### src/rtl/supv_pkg.sv
`timescale 1ns/1ps
package supv_pkg;

  // Synchronized control bundle.
  typedef struct packed {
    logic tick_clk;
    logic ext_mode;
    logic fast;
    logic wd_off;
    logic kick;
    logic sup_ok;
  } supv_ctl_t;

  localparam int unsigned CTL_W = $bits(supv_ctl_t);

  function automatic int unsigned umax(input int unsigned a, input int unsigned b);
    return (a > b) ? a : b;
  endfunction

  // Watchdog limit in ticks for the current state and mode.
  function automatic int unsigned wd_period(input logic first, input logic fast,
                                            input logic ext,
                                            input int unsigned fast_t,
                                            input int unsigned slow_t,
                                            input int unsigned ext_t,
                                            input int unsigned ext_long_t);
    if (ext) return first ? ext_long_t : ext_t;
    if (first) return slow_t;
    return fast ? fast_t : slow_t;
  endfunction

  // Reset active time in ticks for the current mode.
  function automatic int unsigned active_period(input logic ext,
                                                input int unsigned int_t,
                                                input int unsigned ext_t);
    return ext ? ext_t : int_t;
  endfunction

endpackage

### src/rtl/supv_sync2.sv
`timescale 1ns/1ps
module supv_sync2 #(
  parameter int unsigned W = 1
) (
  input  logic         clk,
  input  logic         rst_n,
  input  logic [W-1:0] d_async,
  output logic [W-1:0] q_sync
);
  logic [W-1:0] meta_q;
  logic [W-1:0] sync_q;

  always_ff @(posedge clk or negedge rst_n) begin
    if (!rst_n) begin
      meta_q <= '0;
      sync_q <= '0;
    end else begin
      meta_q <= d_async;
      sync_q <= meta_q;
    end
  end

  assign q_sync = sync_q;
endmodule

### src/rtl/supv_timebase.sv
`timescale 1ns/1ps
module supv_timebase #(
  parameter int unsigned TICK_DIV = 125000
) (
  input  logic clk,
  input  logic rst_n,
  input  logic ext_mode,
  input  logic tick_clk_s,
  output logic tick
);
  localparam int unsigned DIV_W = (TICK_DIV > 1) ? $clog2(TICK_DIV) : 1;

  logic int_tick;
  logic ext_tick;
  logic tick_clk_d;

  generate
    if (TICK_DIV <= 1) begin : g_nodiv
      assign int_tick = 1'b1;
    end else begin : g_div
      logic [DIV_W-1:0] div_q;
      logic             div_wrap;
      assign div_wrap = (div_q == DIV_W'(TICK_DIV - 1));
      always_ff @(posedge clk or negedge rst_n) begin
        if (!rst_n)        div_q <= '0;
        else if (div_wrap) div_q <= '0;
        else               div_q <= div_q + 1'b1;
      end
      assign int_tick = div_wrap;
    end
  endgenerate

  always_ff @(posedge clk or negedge rst_n) begin
    if (!rst_n) tick_clk_d <= 1'b0;
    else        tick_clk_d <= tick_clk_s;
  end

  assign ext_tick = tick_clk_s & ~tick_clk_d;
  assign tick     = ext_mode ? ext_tick : int_tick;
endmodule

### src/rtl/supv_rst_stretch.sv
`timescale 1ns/1ps
module supv_rst_stretch #(
  parameter int unsigned CNT_W = 11
) (
  input  logic             clk,
  input  logic             rst_n,
  input  logic             sup_ok,
  input  logic             wd_fire,
  input  logic             tick,
  input  logic [CNT_W-1:0] act_lim,
  output logic             rst_active
);
  logic [CNT_W-1:0] cnt_q;
  logic             act_q;
  logic             done;

  assign done = (cnt_q >= (act_lim - CNT_W'(1)));

  always_ff @(posedge clk or negedge rst_n) begin
    if (!rst_n) begin
      act_q <= 1'b1;
      cnt_q <= '0;
    end else if (!sup_ok || wd_fire) begin
      act_q <= 1'b1;
      cnt_q <= '0;
    end else if (act_q && tick) begin
      if (done) begin
        act_q <= 1'b0;
        cnt_q <= '0;
      end else begin
        cnt_q <= cnt_q + 1'b1;
      end
    end
  end

  assign rst_active = act_q;
endmodule

### src/rtl/supv_watchdog.sv
`timescale 1ns/1ps
module supv_watchdog #(
  parameter int unsigned CNT_W      = 11,
  parameter int unsigned FAST_T     = 100,
  parameter int unsigned SLOW_T     = 1600,
  parameter int unsigned EXT_T      = 40,
  parameter int unsigned EXT_LONG_T = 640
) (
  input  logic             clk,
  input  logic             rst_n,
  input  logic             kick_s,
  input  logic             wd_off,
  input  logic             fast_sel,
  input  logic             ext_mode,
  input  logic             tick,
  input  logic             hold,
  input  logic             sup_ok,
  output logic             kick_edge,
  output logic             wd_fire,
  output logic [CNT_W-1:0] wd_cnt,
  output logic             wd_stat_n
);
  logic             kick_d;
  logic             first_q;
  logic             stat_q;
  logic [CNT_W-1:0] cnt_q;
  logic [CNT_W-1:0] lim;
  logic             expired;

  always_ff @(posedge clk or negedge rst_n) begin
    if (!rst_n) kick_d <= 1'b0;
    else        kick_d <= kick_s;
  end

  assign kick_edge = kick_s ^ kick_d;
  assign lim = CNT_W'(supv_pkg::wd_period(first_q, fast_sel, ext_mode,
                                          FAST_T, SLOW_T, EXT_T, EXT_LONG_T));
  assign expired = (cnt_q >= (lim - CNT_W'(1)));
  assign wd_fire = !hold && !wd_off && !kick_edge && tick && expired;

  always_ff @(posedge clk or negedge rst_n) begin
    if (!rst_n)                cnt_q <= '0;
    else if (hold || wd_off)   cnt_q <= '0;
    else if (kick_edge)        cnt_q <= '0;
    else if (tick) begin
      if (wd_fire) cnt_q <= '0;
      else         cnt_q <= cnt_q + 1'b1;
    end
  end

  always_ff @(posedge clk or negedge rst_n) begin
    if (!rst_n)         first_q <= 1'b1;
    else if (hold)      first_q <= 1'b1;
    else if (kick_edge) first_q <= 1'b0;
  end

  always_ff @(posedge clk or negedge rst_n) begin
    if (!rst_n)                 stat_q <= 1'b1;
    else if (!sup_ok || wd_off) stat_q <= 1'b1;
    else if (wd_fire)           stat_q <= 1'b0;
    else if (kick_edge)         stat_q <= 1'b1;
  end

  assign wd_cnt    = cnt_q;
  assign wd_stat_n = stat_q;
endmodule

### src/rtl/supply_supervisor.sv
`timescale 1ns/1ps
module supply_supervisor #(
  parameter int unsigned TICK_DIV      = 125000,
  parameter int unsigned RST_TICKS     = 50,
  parameter int unsigned WD_FAST_TICKS = 100,
  parameter int unsigned WD_SLOW_TICKS = 1600,
  parameter int unsigned EXT_RST_CNT   = 20,
  parameter int unsigned EXT_WD_CNT    = 40,
  parameter int unsigned EXT_LONG_CNT  = 640
) (
  input  logic clk,
  input  logic rst_n,
  input  logic supply_ok,
  input  logic wd_kick,
  input  logic wd_disable,
  input  logic wd_fast,
  input  logic ext_timing,
  input  logic ext_tick_clk,
  input  logic ce_in_n,
  output logic rst_out_n,
  output logic rst_out,
  output logic wd_stat_n,
  output logic low_line_n,
  output logic ce_out_n
);
  import supv_pkg::*;

  localparam int unsigned WD_MAX  = umax(umax(WD_FAST_TICKS, WD_SLOW_TICKS),
                                         umax(EXT_WD_CNT, EXT_LONG_CNT));
  localparam int unsigned ALL_MAX = umax(WD_MAX, umax(RST_TICKS, EXT_RST_CNT));
  localparam int unsigned CNT_W   = $clog2(ALL_MAX + 1);

  supv_ctl_t        ctl_raw;
  supv_ctl_t        ctl_s;
  logic             supply_ok_s;
  logic             wd_off_s;
  logic             tick;
  logic             rst_active;
  logic             kick_edge;
  logic             wd_fire;
  logic [CNT_W-1:0] wd_cnt;
  logic [CNT_W-1:0] act_lim;

  assign ctl_raw = '{tick_clk: ext_tick_clk, ext_mode: ext_timing, fast: wd_fast,
                     wd_off: wd_disable, kick: wd_kick, sup_ok: supply_ok};

  supv_sync2 #(.W(CTL_W)) u_sync (
    .clk     (clk),
    .rst_n   (rst_n),
    .d_async (ctl_raw),
    .q_sync  (ctl_s)
  );

  assign supply_ok_s = ctl_s.sup_ok;
  assign wd_off_s    = ctl_s.wd_off;

  supv_timebase #(.TICK_DIV(TICK_DIV)) u_tb (
    .clk        (clk),
    .rst_n      (rst_n),
    .ext_mode   (ctl_s.ext_mode),
    .tick_clk_s (ctl_s.tick_clk),
    .tick       (tick)
  );

  assign act_lim = CNT_W'(active_period(ctl_s.ext_mode, RST_TICKS, EXT_RST_CNT));

  supv_rst_stretch #(.CNT_W(CNT_W)) u_rst (
    .clk        (clk),
    .rst_n      (rst_n),
    .sup_ok     (supply_ok_s),
    .wd_fire    (wd_fire),
    .tick       (tick),
    .act_lim    (act_lim),
    .rst_active (rst_active)
  );

  supv_watchdog #(
    .CNT_W      (CNT_W),
    .FAST_T     (WD_FAST_TICKS),
    .SLOW_T     (WD_SLOW_TICKS),
    .EXT_T      (EXT_WD_CNT),
    .EXT_LONG_T (EXT_LONG_CNT)
  ) u_wd (
    .clk       (clk),
    .rst_n     (rst_n),
    .kick_s    (ctl_s.kick),
    .wd_off    (wd_off_s),
    .fast_sel  (ctl_s.fast),
    .ext_mode  (ctl_s.ext_mode),
    .tick      (tick),
    .hold      (rst_active),
    .sup_ok    (supply_ok_s),
    .kick_edge (kick_edge),
    .wd_fire   (wd_fire),
    .wd_cnt    (wd_cnt),
    .wd_stat_n (wd_stat_n)
  );

  assign rst_out    = rst_active;
  assign rst_out_n  = ~rst_active;
  assign low_line_n = supply_ok_s;
  assign ce_out_n   = supply_ok_s ? ce_in_n : 1'b1;
endmodule

### config.mk
export PLATFORM = sky130hd
export DESIGN_NAME = supply_supervisor
export DESIGN_NICKNAME = d
export VERILOG_FILES = /design/src/rtl/supv_pkg.sv /design/src/rtl/supv_sync2.sv /design/src/rtl/supv_timebase.sv /design/src/rtl/supv_rst_stretch.sv /design/src/rtl/supv_watchdog.sv /design/src/rtl/supply_supervisor.sv
export SDC_FILE = /design/constraint.sdc
export NUM_CORES = 1
export LEC_CHECK = 0
export ABC_AREA = 1
export BUFFER_PORTS_ARGS = -buffer_cell sky130_fd_sc_hd__buf_2
export CAP_MARGIN = 5
export CELL_PAD_IN_SITES_DETAIL_PLACEMENT = 1
export CELL_PAD_IN_SITES_GLOBAL_PLACEMENT = 1
export CORE_MARGIN = 3
export CORE_UTILIZATION = 46
export DETAILED_ROUTE_END_ITERATION = 12
export PLACE_DENSITY = 0.89
export SYNTH_ARGS = -nofsm -noshare
export SYNTH_HDL_FRONTEND = slang
export SYNTH_SLANG_ARGS = --single-unit
### constraint.sdc
create_clock -name clk -period 2.6 [get_ports clk]
set_input_delay 0.39 -clock clk [delete_from_list [all_inputs] [get_ports clk]]
set_output_delay 0.39 -clock clk [all_outputs]
set_load 0.01 [all_outputs]
Yosys cells after proc, flatten, opt, wreduce, memory -nomap -nowiden --
Index checks and enable logic that the tools add are counted. Widths: inputs -> output; s select.
Word-level totals: bits in registers 56, bits of input ports 9, output and inout bits 5, word-level logic and storage cells 68
Operators by class: add/subtract/negate cells 5, $lt $le $gt $ge 2, equality and inequality tests 1, muxes and demuxes 28, bitwise gates (word level) 4, reduce and logical (&&, ||, !) cells 18
Operator list (count):
- $mux 11 | 11
- $add 11x1->11 const B | 2
- $ge 11x11->1 | 2
- $mux 10 | 2
- $add 17x1->17 const B | 1
- $eq 17x17->1 const B | 1
- $mux 17 | 1
- $mux 1 | 13
- $sub 11x1->11 const B | 1
- $sub 6x1->7 const B | 1
- $mux 6 | 1
- $reduce_bool 2->1 | 3
- $reduce_bool 3->1 | 2
- $logic_and 1x1->1 | 5
- $logic_not 1->1 | 4
- $logic_or 1x1->1 | 3
- $not 1->1 | 2
- $reduce_and 2->1 | 1
- $and 1x1->1 | 1
- $xor 1x1->1 | 1

Logic depth before layout (Yosys ltp) --
Gate-level depths: netlist of the first run.
word-level depth 12, gate-level depth with buffers 14, gate-level depth less buffers 13

Hierarchy --
From an unflattened synthesis of the first run, not the netlist that was laid out.
Second synthesis, totals: cells, all modules 471, area total of the unflattened synthesis 3550.9 um2
Modules (own cells, without submodules):
- supv_rst_stretch | times used 1, cells an instance 157, area an instance 1166.1 um2, sequential area each 301.5 um2
- supv_watchdog | times used 1, cells an instance 154, area an instance 1068.5 um2, sequential area each 352.8 um2
- supv_timebase | times used 1, cells an instance 142, area an instance 993.5 um2, sequential area each 450.4 um2
- supv_sync2 | times used 1, cells an instance 12, area an instance 300.3 um2, sequential area each 300.3 um2
- supply_supervisor | times used 1, cells an instance 6, area an instance 22.5 um2, sequential area each 0.0 um2

Least setup slack after synthesis of the first run --
No wires, ideal clock.
path kind reg2reg, start register u_wd.first_q, end register u_rst.cnt_q[4], library setup time 0.119 ns, arrival 1.928 ns, required time 2.481 ns, setup slack 0.553 ns, stages on the path, launching flop included 15, buffers on the path 1, clock period less this slack 2.047 ns, path through dfstp_2 -> nand2_1 -> inv_1 -> nor2_1 -> ha_1 -> nand2_1 -> nor2_1 -> nand2_1 -> nor2_1 -> nor2_1 -> nand2_1 -> nand3_4 -> buf_6 -> nand4_1 -> nand2_1
On the way: word-level cells in the longest chain between the ends 10, elaborated cells on any way between the ends 13, classes of those cells add/sub: 1; order compare: 1; mux: 8; reduce/logical: 3
RTL lines:
- start: declaration | line supv_watchdog.sv:24 | logic first_q;
- start signal: assignment | line supv_watchdog.sv:52 | if (!rst_n) first_q <= 1'b1;
- start signal: assignment | line supv_watchdog.sv:53 | else if (hold) first_q <= 1'b1;
- start signal: assignment | line supv_watchdog.sv:54 | else if (kick_edge) first_q <= 1'b0;
- $mux 10 (2 in a row) | line supv_pkg.sv:27 | if (ext) return first ? ext_long_t : ext_t;
- $mux 11 | line supv_pkg.sv:28 | if (first) return slow_t;
- $mux 11 | line supv_pkg.sv:29 | return fast ? fast_t : slow_t;
- $mux 11 * | line supv_pkg.sv:28
- $sub 11x1->11 * | line supv_watchdog.sv:38 | assign expired = (cnt_q >= (lim - CNT_W'(1)));
- $ge 11x11->1 * | line supv_watchdog.sv:38
- $logic_and 1x1->1 * | line supv_watchdog.sv:39 | assign wd_fire = !hold && !wd_off && !kick_edge && tick && expired;
- $logic_or 1x1->1 * | line supv_rst_stretch.sv:23 | end else if (!sup_ok || wd_fire) begin
- $mux 11 / $reduce_bool 2->1 (equally long branches)
- end signal: assignment | line supv_rst_stretch.sv:31 | cnt_q <= cnt_q + 1'b1;
- end: declaration | line supv_rst_stretch.sv:13 | logic [CNT_W-1:0] cnt_q;
Every way passes the cells marked *; elsewhere a longest branch is shown, timed or not. The select of a mux whose other input is x is not followed. A chain may end at the register's enable or synchronous reset.

Worst setup path in the final report of the first run --
start register u_wd.first_q, end register u_rst.cnt_q[0]
The elaborated chain is that of the path after synthesis.

==> summary.md, run 1 <==
| Metric | Value |
|---|---|
| Status | `complete, no violations` |
| Core Footprint | `6422 µm²` |
| Root Driver | `clkbuf_8` |
| Drc violations | `0` |
| Worst rel slew slack | `0.5668` |
| Initial Util | `0.4822` |
| Leak | `1.624 nW` |
| Register-to-Register Path Depth | `13` |
| R2r setup slk | `0.23 ns` |
| Post-synth top cells | `nand2_1 (82), dfrtp_1 (53), nor2_1 (47)` |
| Worst-path clk slew | `0.11 ns` |
| DRT iter0 DRCs | `115` |
| Fin. Hold Viols | `0` |
| Die area | `7753 µm²` |
| Worst-Skew Late Latency | `0.32 ns` |
| FF+latch count, synth | `56` |
| Die X | `88.05 µm` |
| Row count | `29` |
| Syn Area/Cell | `8.302 µm²` |
| FF-to-FF Start | `u_wd.first_q` |
| Post-synth top area share | `0.4283` |
| Chip Height | `88.05 µm` |
| Critical path launch point type | `register` |
| Post-synthesis cell type count | `37` |
| Vias per cell | `5.274` |
| CTS Buf Count | `5` |
| # nets final | `415` |
| CP endpoint kind | `register` |
| H-tree Lvls | `2` |
| Synth warnings | `0` |
| # setup viols final | `0` |
| Area after DPL | `3248 µm²` |
| CP Data Required Time | `2.81 ns` |
| Net count after synthesis | `395` |
| CP Max Fanout | `8` |
| Area Growth Syn to Fin | `8.970%` |
| CTS tree | `done` |
| Synth Instances | `373` |
| Hold Crit Class | `primary input to register` |
| Most frequent cell after synthesis | `nand2_1` |
| RD Place Congestion | `0.8629` |
| Synthesized cell area | `3097 µm²` |
| Share of layout cells above drive strength 1 | `0.1599` |
| Max-slew violation count | `0` |
| Post-layout minimum cycle time | `2.365 ns` |
| Routed len/inst | `15.63 µm` |
| Fin area | `3374 µm²` |
| RR Endpoint | `u_rst.cnt_q[0]` |
| First drt pass iteration count | `4` |
| Post-synth EDFFs | `0` |
| ANT nets after route | `0` |
| All-Layer GR Usage | `0.2053` |
| RSZ-0062 raised after global routing | `no` |
| # clock sinks | `56` |
| WL final | `7364 µm` |
| Fillers | `776` |
| Hold Path Origin | `wd_kick` |
| Synth area leader | `dfrtp_1` |
| Predominant post-synthesis flop cell | `dfrtp_1` |
| Crit path to | `u_rst.cnt_q[0]` |
| Diode count | `0` |
| Number of max-cap violations | `0` |
| Fin Setup TNS | `0 ns` |
| Power density over the cells | `432.0 nW/µm²` |
| Overflow after GRT | `0` |
| Asr flop ratio synth | `1.000` |
| Peak Freq | `422.8 MHz` |
| Initial antenna violation count | `0` |
| Worst EP arrival | `2.58 ns` |
| Post-DP HPWL | `5480 µm` |
| Worst slew pin tran | `0.6449 ns` |
| Sequential fraction of the synthesis area | `0.4537` |
| Worst clock skew | `0.01070 ns` |
| CP Launch Point | `u_wd.first_q` |
| Largest net degree at the start of global routing | `24` |
| Top cells by area, synth | `dfrtp_1 (43%), nand2_1 (9.9%), nor2_1 (5.7%)` |
| Final worst path period share | `0.9097` |
| Via Count | `2484` |
| Critical path type | `register to register` |
| Port bufs | `13` |
| First-pass GRT wire length | `12460 µm` |
| Peak supply drop | `0.4722 mV` |
| Vias in the first global route | `2641` |
| I/O Pins | `14` |
| Max Buffers Root-to-Sink | `2` |
-- cells in the final DEF (no fill, tap or decap), drive strengths merged, types with 13 or more instances in the layout --
cell / Yosys / final
nand3: 26 / 27
o21ai: 15 / 15
xor2: 17 / 17
nand2: 90 / 90
nor3: 14 / 14
inv: 47 / 49
nor2: 53 / 53
nand4: 21 / 21
ha: 13 / 13
buf: 4 / 15
dfrtp: 53 / 53
-- state kept, by name, indices dropped and copies added, names as in the netlist --
register,flops
u_rst.rst_active,1
u_tb.g_div.div_q,17
u_wd.kick_d,1
u_wd.first_q,1
u_wd.wd_stat_n,1
u_tb.tick_clk_d,1
u_rst.cnt_q,11
u_sync.meta_q,6
u_wd.wd_cnt,11
u_sync.q_sync,6
-- final cells by class --
cell class	count	area, µm²	share of cell area
clock buffer	5	68.82	0.02039
clock inverter	3	25.02	0.007416
inverter	49	187.7	0.05562
multi-input combinational	265	1501	0.4449
sequential	56	1405	0.4164
tap	77	96.34	0.02855
timing repair buffer	16	90.09	0.02670
-- power by group --
group / internal, mW / leakage, nW / switching (mW) / total (mW)
clock: 0.197 / 0.0452 / 0.307 / 0.504
sequential: 0.883 / 0.725 / 0.0115 / 0.894
combinational: 0.0182 / 0.854 / 0.0414 / 0.0596
total: 1.10 / 1.62 / 0.360 / 1.46
-- critical path, cell delays in order, from the launching register on --
cell     delay (ns)
dfstp_2        0.59
nand2_1        0.09
inv_1          0.08
nor2_1         0.05
ha_1           0.30
nand2_1        0.09
nor2_1         0.18
nand2_1        0.09
nor2_1         0.13
nor2_1         0.07
nand2_2        0.17
nand3_2        0.20
nand4_1        0.14
nand2_1        0.07
-- layer usage --
metal	up-vias	track usage	share of wire
li1	1239	-	-
met1	1202	0.2718	0.46
met2	30	0.3466	0.49
met3	13	0.03481	0.027
met4	0	0.05907	0.022
met5	-	0	0
-- how the worst min path moves through the flow --
stage                       end  cells past startpoint
2_1_floorplan    u_rst.cnt_q[0]                      0
3_3_place_gp   u_sync.q_sync[2]                      0
3_5_place_dp   u_sync.q_sync[1]                      0
4_1_cts        u_sync.meta_q[1]                      1
5_1_grt        u_sync.meta_q[5]                      1
6_report       u_sync.meta_q[1]                      1
-- cells by family after synthesis --
family	count (synthesis)	share of synthesized area
AOI/OAI and AO/OA	20	0.04202
xor gates and xnor gates	19	0.05374
adders and majority gates	13	0.05253
buffers and inverters	53	0.06869
DFF	56	0.4537
other	1	0.001211
and+or+nand+nor	211	0.3281
-- metrics by stage --
| step | instances | power [mW] | util | hold slack [ns] | worst slack (ns) |
|---|---|---|---|---|---|
| 6_report | 471 | 1.458 | 0.5254 | 0.1682 | 0.2347 |
| 5_1_grt | 471 | 1.512 | 0.5254 | 0.1557 | 0.03276 |
| 4_1_cts | 470 | 1.476 | 0.5219 | 0.1637 | 0.07971 |
| 3_5_place_dp | 461 | 0.9687 | 0.5057 | 0.3402 | 0.1608 |
| 3_3_place_gp | 461 | 0.9647 | 0.5057 | 0.3327 | 0.4084 |
| 2_1_floorplan | 373 | 0.9315 | - | 0.09441 | 0.5534 |
-- repair_timing --
item | 4_1_cts | 5_1_grt
hold buffers | 1 | 0
setup endpoints to repair | 0 | 12
setup buffers | 0 | 0
gates resized for setup | 0 | 3
endpoints found under the hold margin | 2 | 0
No activity file was read; power rests on OpenSTA's default activity.
==> inputs of run 2 (changes only) <==
--- a/config.mk
+++ b/config.mk
@@ -5,15 +5,15 @@
 export SDC_FILE = /design/constraint.sdc
 export NUM_CORES = 1
 export LEC_CHECK = 0
-export ABC_AREA = 1
 export BUFFER_PORTS_ARGS = -buffer_cell sky130_fd_sc_hd__buf_2
 export CAP_MARGIN = 5
 export CELL_PAD_IN_SITES_DETAIL_PLACEMENT = 1
 export CELL_PAD_IN_SITES_GLOBAL_PLACEMENT = 1
 export CORE_MARGIN = 3
-export CORE_UTILIZATION = 46
+export CORE_UTILIZATION = 48
 export DETAILED_ROUTE_END_ITERATION = 12
-export PLACE_DENSITY = 0.89
+export HOLD_SLACK_MARGIN = 0.08
+export PLACE_DENSITY_LB_ADDON = 0.1
 export SYNTH_ARGS = -nofsm -noshare
 export SYNTH_HDL_FRONTEND = slang
 export SYNTH_SLANG_ARGS = --single-unit
==> run 2 against run 1 <==
The flow now finishes with violations (negative setup slack). Non-clock buffer count rose by 15. Cell count fell by 17%. Synthesized cell count fell by 24%. Sequential power barely moved. First-iteration DRC count fell by 52%. Largest cell class unchanged. Clock-buffer cell count did not move. Critical endpoint is now u_wd.wd_cnt[6]. Flip-flop and latch count did not move. Design area fell by 2.6%. Via count fell by 8.9%.
==> summary.md, run 2 <==
| Metric | Value |
|---|---|
| Status | `complete, but fails checks` |
| Violated checks | `negative setup slack` |
| Leak | `1.413 nW` |
| Synth Area in Compound Gates | `0.1342` |
| Final worst path period share | `1.014` |
| Synth Instances | `284` |
| Predominant post-synthesis flop cell | `dfrtp_1` |
| Placed insts | `379` |
| DRT iter0 DRCs | `55` |
| FF+latch count, synth | `56` |
| Most common cell after layout, fill and taps aside | `dfrtp_1` |
| Worst rel slew slack | `0.5470` |
| Synth Area in XOR/XNOR | `0.05583` |
| Post-layout minimum cycle time | `2.636 ns` |
| ANT nets after route | `0` |
| # nets final | `338` |
| CP Data Required Time | `2.81 ns` |
| Top layer in use | `met4` |
| Worst-path clk slew | `0.11 ns` |
| Sequential fraction of the synthesis area | `0.4976` |
| Overflow after GRT | `0` |
| Post-synth top area share | `0.4696` |
| Diode count | `0` |
| Top cells by area, synth | `dfrtp_1 (47%), ha_1 (5.8%), nand2_1 (3.9%)` |
| Number of max-cap violations | `0` |
| Vias per cell | `5.817` |
| Worst-Skew Late Latency | `0.32 ns` |
| RD Place Congestion | `0.8072` |
| Fillers | `655` |
| First drt pass iteration count | `4` |
| Met2 Wirelength | `3519 µm` |
| Critical path's slowest cell | `dfstp_2` |
| CP peak stage delay | `0.56 ns` |
| Mux cell area share after synthesis | `0.01108` |
| Die area | `6839 µm²` |
| Synthesized cell area | `2824 µm²` |
| CP Max Fanout | `5` |
| Worst EP arrival | `2.85 ns` |
| Port bufs | `13` |
| Routed len/inst | `17.44 µm` |
| RSZ-0062 raised after global routing | `yes` |
| Post-synth top cells | `dfrtp_1 (53), nand2_1 (29), nor2_1 (23)` |
| Final design utilization | `0.5863` |
| Max reg flops | `17` |
| Largest Register | `u_tb.g_div.div_q` |
| Largest net degree at the start of global routing | `32` |
| Max Buffers Root-to-Sink | `2` |
| Syn Area/Cell | `9.944 µm²` |
| Most frequent cell after synthesis | `dfrtp_1` |
| Post-synth EDFFs | `0` |
| Initial Util | `0.5036` |
| Peak supply drop | `0.3115 mV` |
| Initial antenna violation count | `0` |
| Peak Freq | `379.4 MHz` |
| CTS Buf Count | `5` |
| Share of layout cells above drive strength 1 | `0.2019` |
| Worst clock skew | `0.01116 ns` |
| Row count | `27` |
| Largest family of logic cells by synthesized area | `simple AND/OR/NAND/NOR gates` |
| Max-slew violation count | `0` |
| H-tree Lvls | `2` |
| Synth warnings | `0` |
| Area Growth Syn to Fin | `16.44%` |
| CTS tree | `done` |
| Post-synthesis cell type count | `47` |
| WL final | `6785 µm` |
| Root Driver | `clkbuf_8` |
| Fin cells | `389` |
| Chip Height | `82.70 µm` |
| All-Layer GR Usage | `0.2198` |
| Critical path, cell by cell | `inv_4 > nor2_4 > a21oi_2 > ha_1 > nand4_1 > o41ai_2 > buf_4 > a2111oi_4 > buf_4 > and2_1 > a221o_1` |
| # setup viols final | `3` |
| Crit path setup slack, layout | `-0.03600 ns` |
| Asr flop ratio synth | `1.000` |
| Worst slew pin tran | `0.6795 ns` |
| First-pass GRT wire length | `11480 µm` |
| Most used cell, CP | `buf_4` |
| Net count after synthesis | `306` |
| Die X | `82.70 µm` |
| Fin. Hold Viols | `0` |
| Power density over the cells | `451.5 nW/µm²` |
| I/O Pins | `14` |
| Met1 Wirelength | `3061 µm` |
| Buffers & Inverters on Critical Path | `3` |
| CP endpoint kind | `register` |
| Cell class contributing the biggest share of worst-path delay | `compound AO/OA/AOI/OAI gates` |
| Synth area leader | `dfrtp_1` |
| Most frequent cells in the layout | `dfrtp_1 (53), nand2_1 (27), nor2_1 (21), nand3_1 (21), buf_4 (17)` |
| Simple-gate share of the synthesized area | `0.2162` |
| Post-Synth Adder-Cell Area | `0.05760` |
| # hold bufs at CTS | `0` |
| Drc violations | `0` |
| Critical path launch point type | `register` |
| Post-DP HPWL | `5021 µm` |
| Vias in the first global route | `2396` |
| # clock sinks | `56` |
| Critical path type | `register to register` |
| WL met3 | `140 µm` |
| Core Footprint | `5608 µm²` |
| Hold Crit Class | `primary input to asynchronous set/reset pin` |
| Via Count | `2263` |
## run 2: cell count changes after synthesis, sizes merged, moves of 7 or more
| cell | delta |
|---|---|
| nor3 | -7 |
| o211ai | +13 |
| and2 | +7 |
| nand2 | -61 |
| nor2 | -30 |
| xnor2 | +10 |
| nand4 | -17 |
| o21ai | -8 |
| xor2 | -11 |
| inv | -34 |
## run 2: cells by family (layout without fill, tap and decap cells)
family | Yosys count | count (layout)
fa+ha+maj | 13 | 13
buf+inv | 19 | 52
simple gates | 121 | 121
flops | 56 | 56
mux | 3 | 3
xor+xnor | 18 | 18
other cells | 1 | 1
compound gates | 53 | 53
## run 2: report_power, final
group          internal [mW]  leakage (nW)  switching (mW)
combinational         0.0258         0.637          0.0482
sequential             0.883         0.725         0.00968
clock                  0.203        0.0515           0.315
## run 2: per-layer routing
metal | GRT usage | up-vias
li1 | - | 1084
met1 | 0.2803 | 1155
met2 | 0.3838 | 18
met3 | 0.04013 | 6
met4 | 0.05556 | 0
met5 | 0 | -
## run 2: metrics by stage
| step | hold slack, ns | setup WS (ns) | setup TNS (ns) | total power, mW | area [µm²] |
|---|---|---|---|---|---|
| global placement | 0.3333 | -0.02916 | -0.02916 | 0.9752 | 3080 |
| floorplan | 0.09441 | 0.05022 | 0 | 0.9332 | 2826 |
| CTS | 0.1127 | -0.007843 | -0.007843 | 1.503 | 3223 |
| detailed placement | 0.3362 | -0.1046 | -0.6179 | 0.9785 | 3080 |
| finish | 0.09781 | -0.03600 | -0.06240 | 1.485 | 3288 |
| global route | 0.1305 | -0.1386 | -1.165 | 1.547 | 3288 |
## run 2: layout make-up
class	instances	area, µm²	share of cell area
multi-input combinational	209	1435	0.4365
sequential	56	1405	0.4273
timing repair buffer	31	203.9	0.06202
tap	72	90.09	0.02740
clock buffer	5	68.82	0.02093
inverter	13	51.30	0.01560
clock inverter	3	33.78	0.01027
## run 2: final timing paths
check                      cells after the start  slack (ns)                to        startpoint
hold reg to reg                                0        0.36  u_sync.q_sync[1]  u_sync.meta_q[1]
max in group asynchronous                      2        1.76    u_wd.wd_stat_n             rst_n
min in group clk                               1        0.17  u_sync.meta_q[5]      ext_tick_clk
setup reg to reg                              11       -0.04    u_wd.wd_cnt[6]      u_wd.first_q
hold / removal                                 1         0.1    u_wd.wd_cnt[0]             rst_n
setup / recovery                              11       -0.04    u_wd.wd_cnt[6]      u_wd.first_q
## run 2: what timing repair did
action	4_1_cts	5_1_grt
setup endpoints to repair	20	20
setup buffers	0	2
cloned	0	0
resized for setup	8	12
pin swaps	2	9
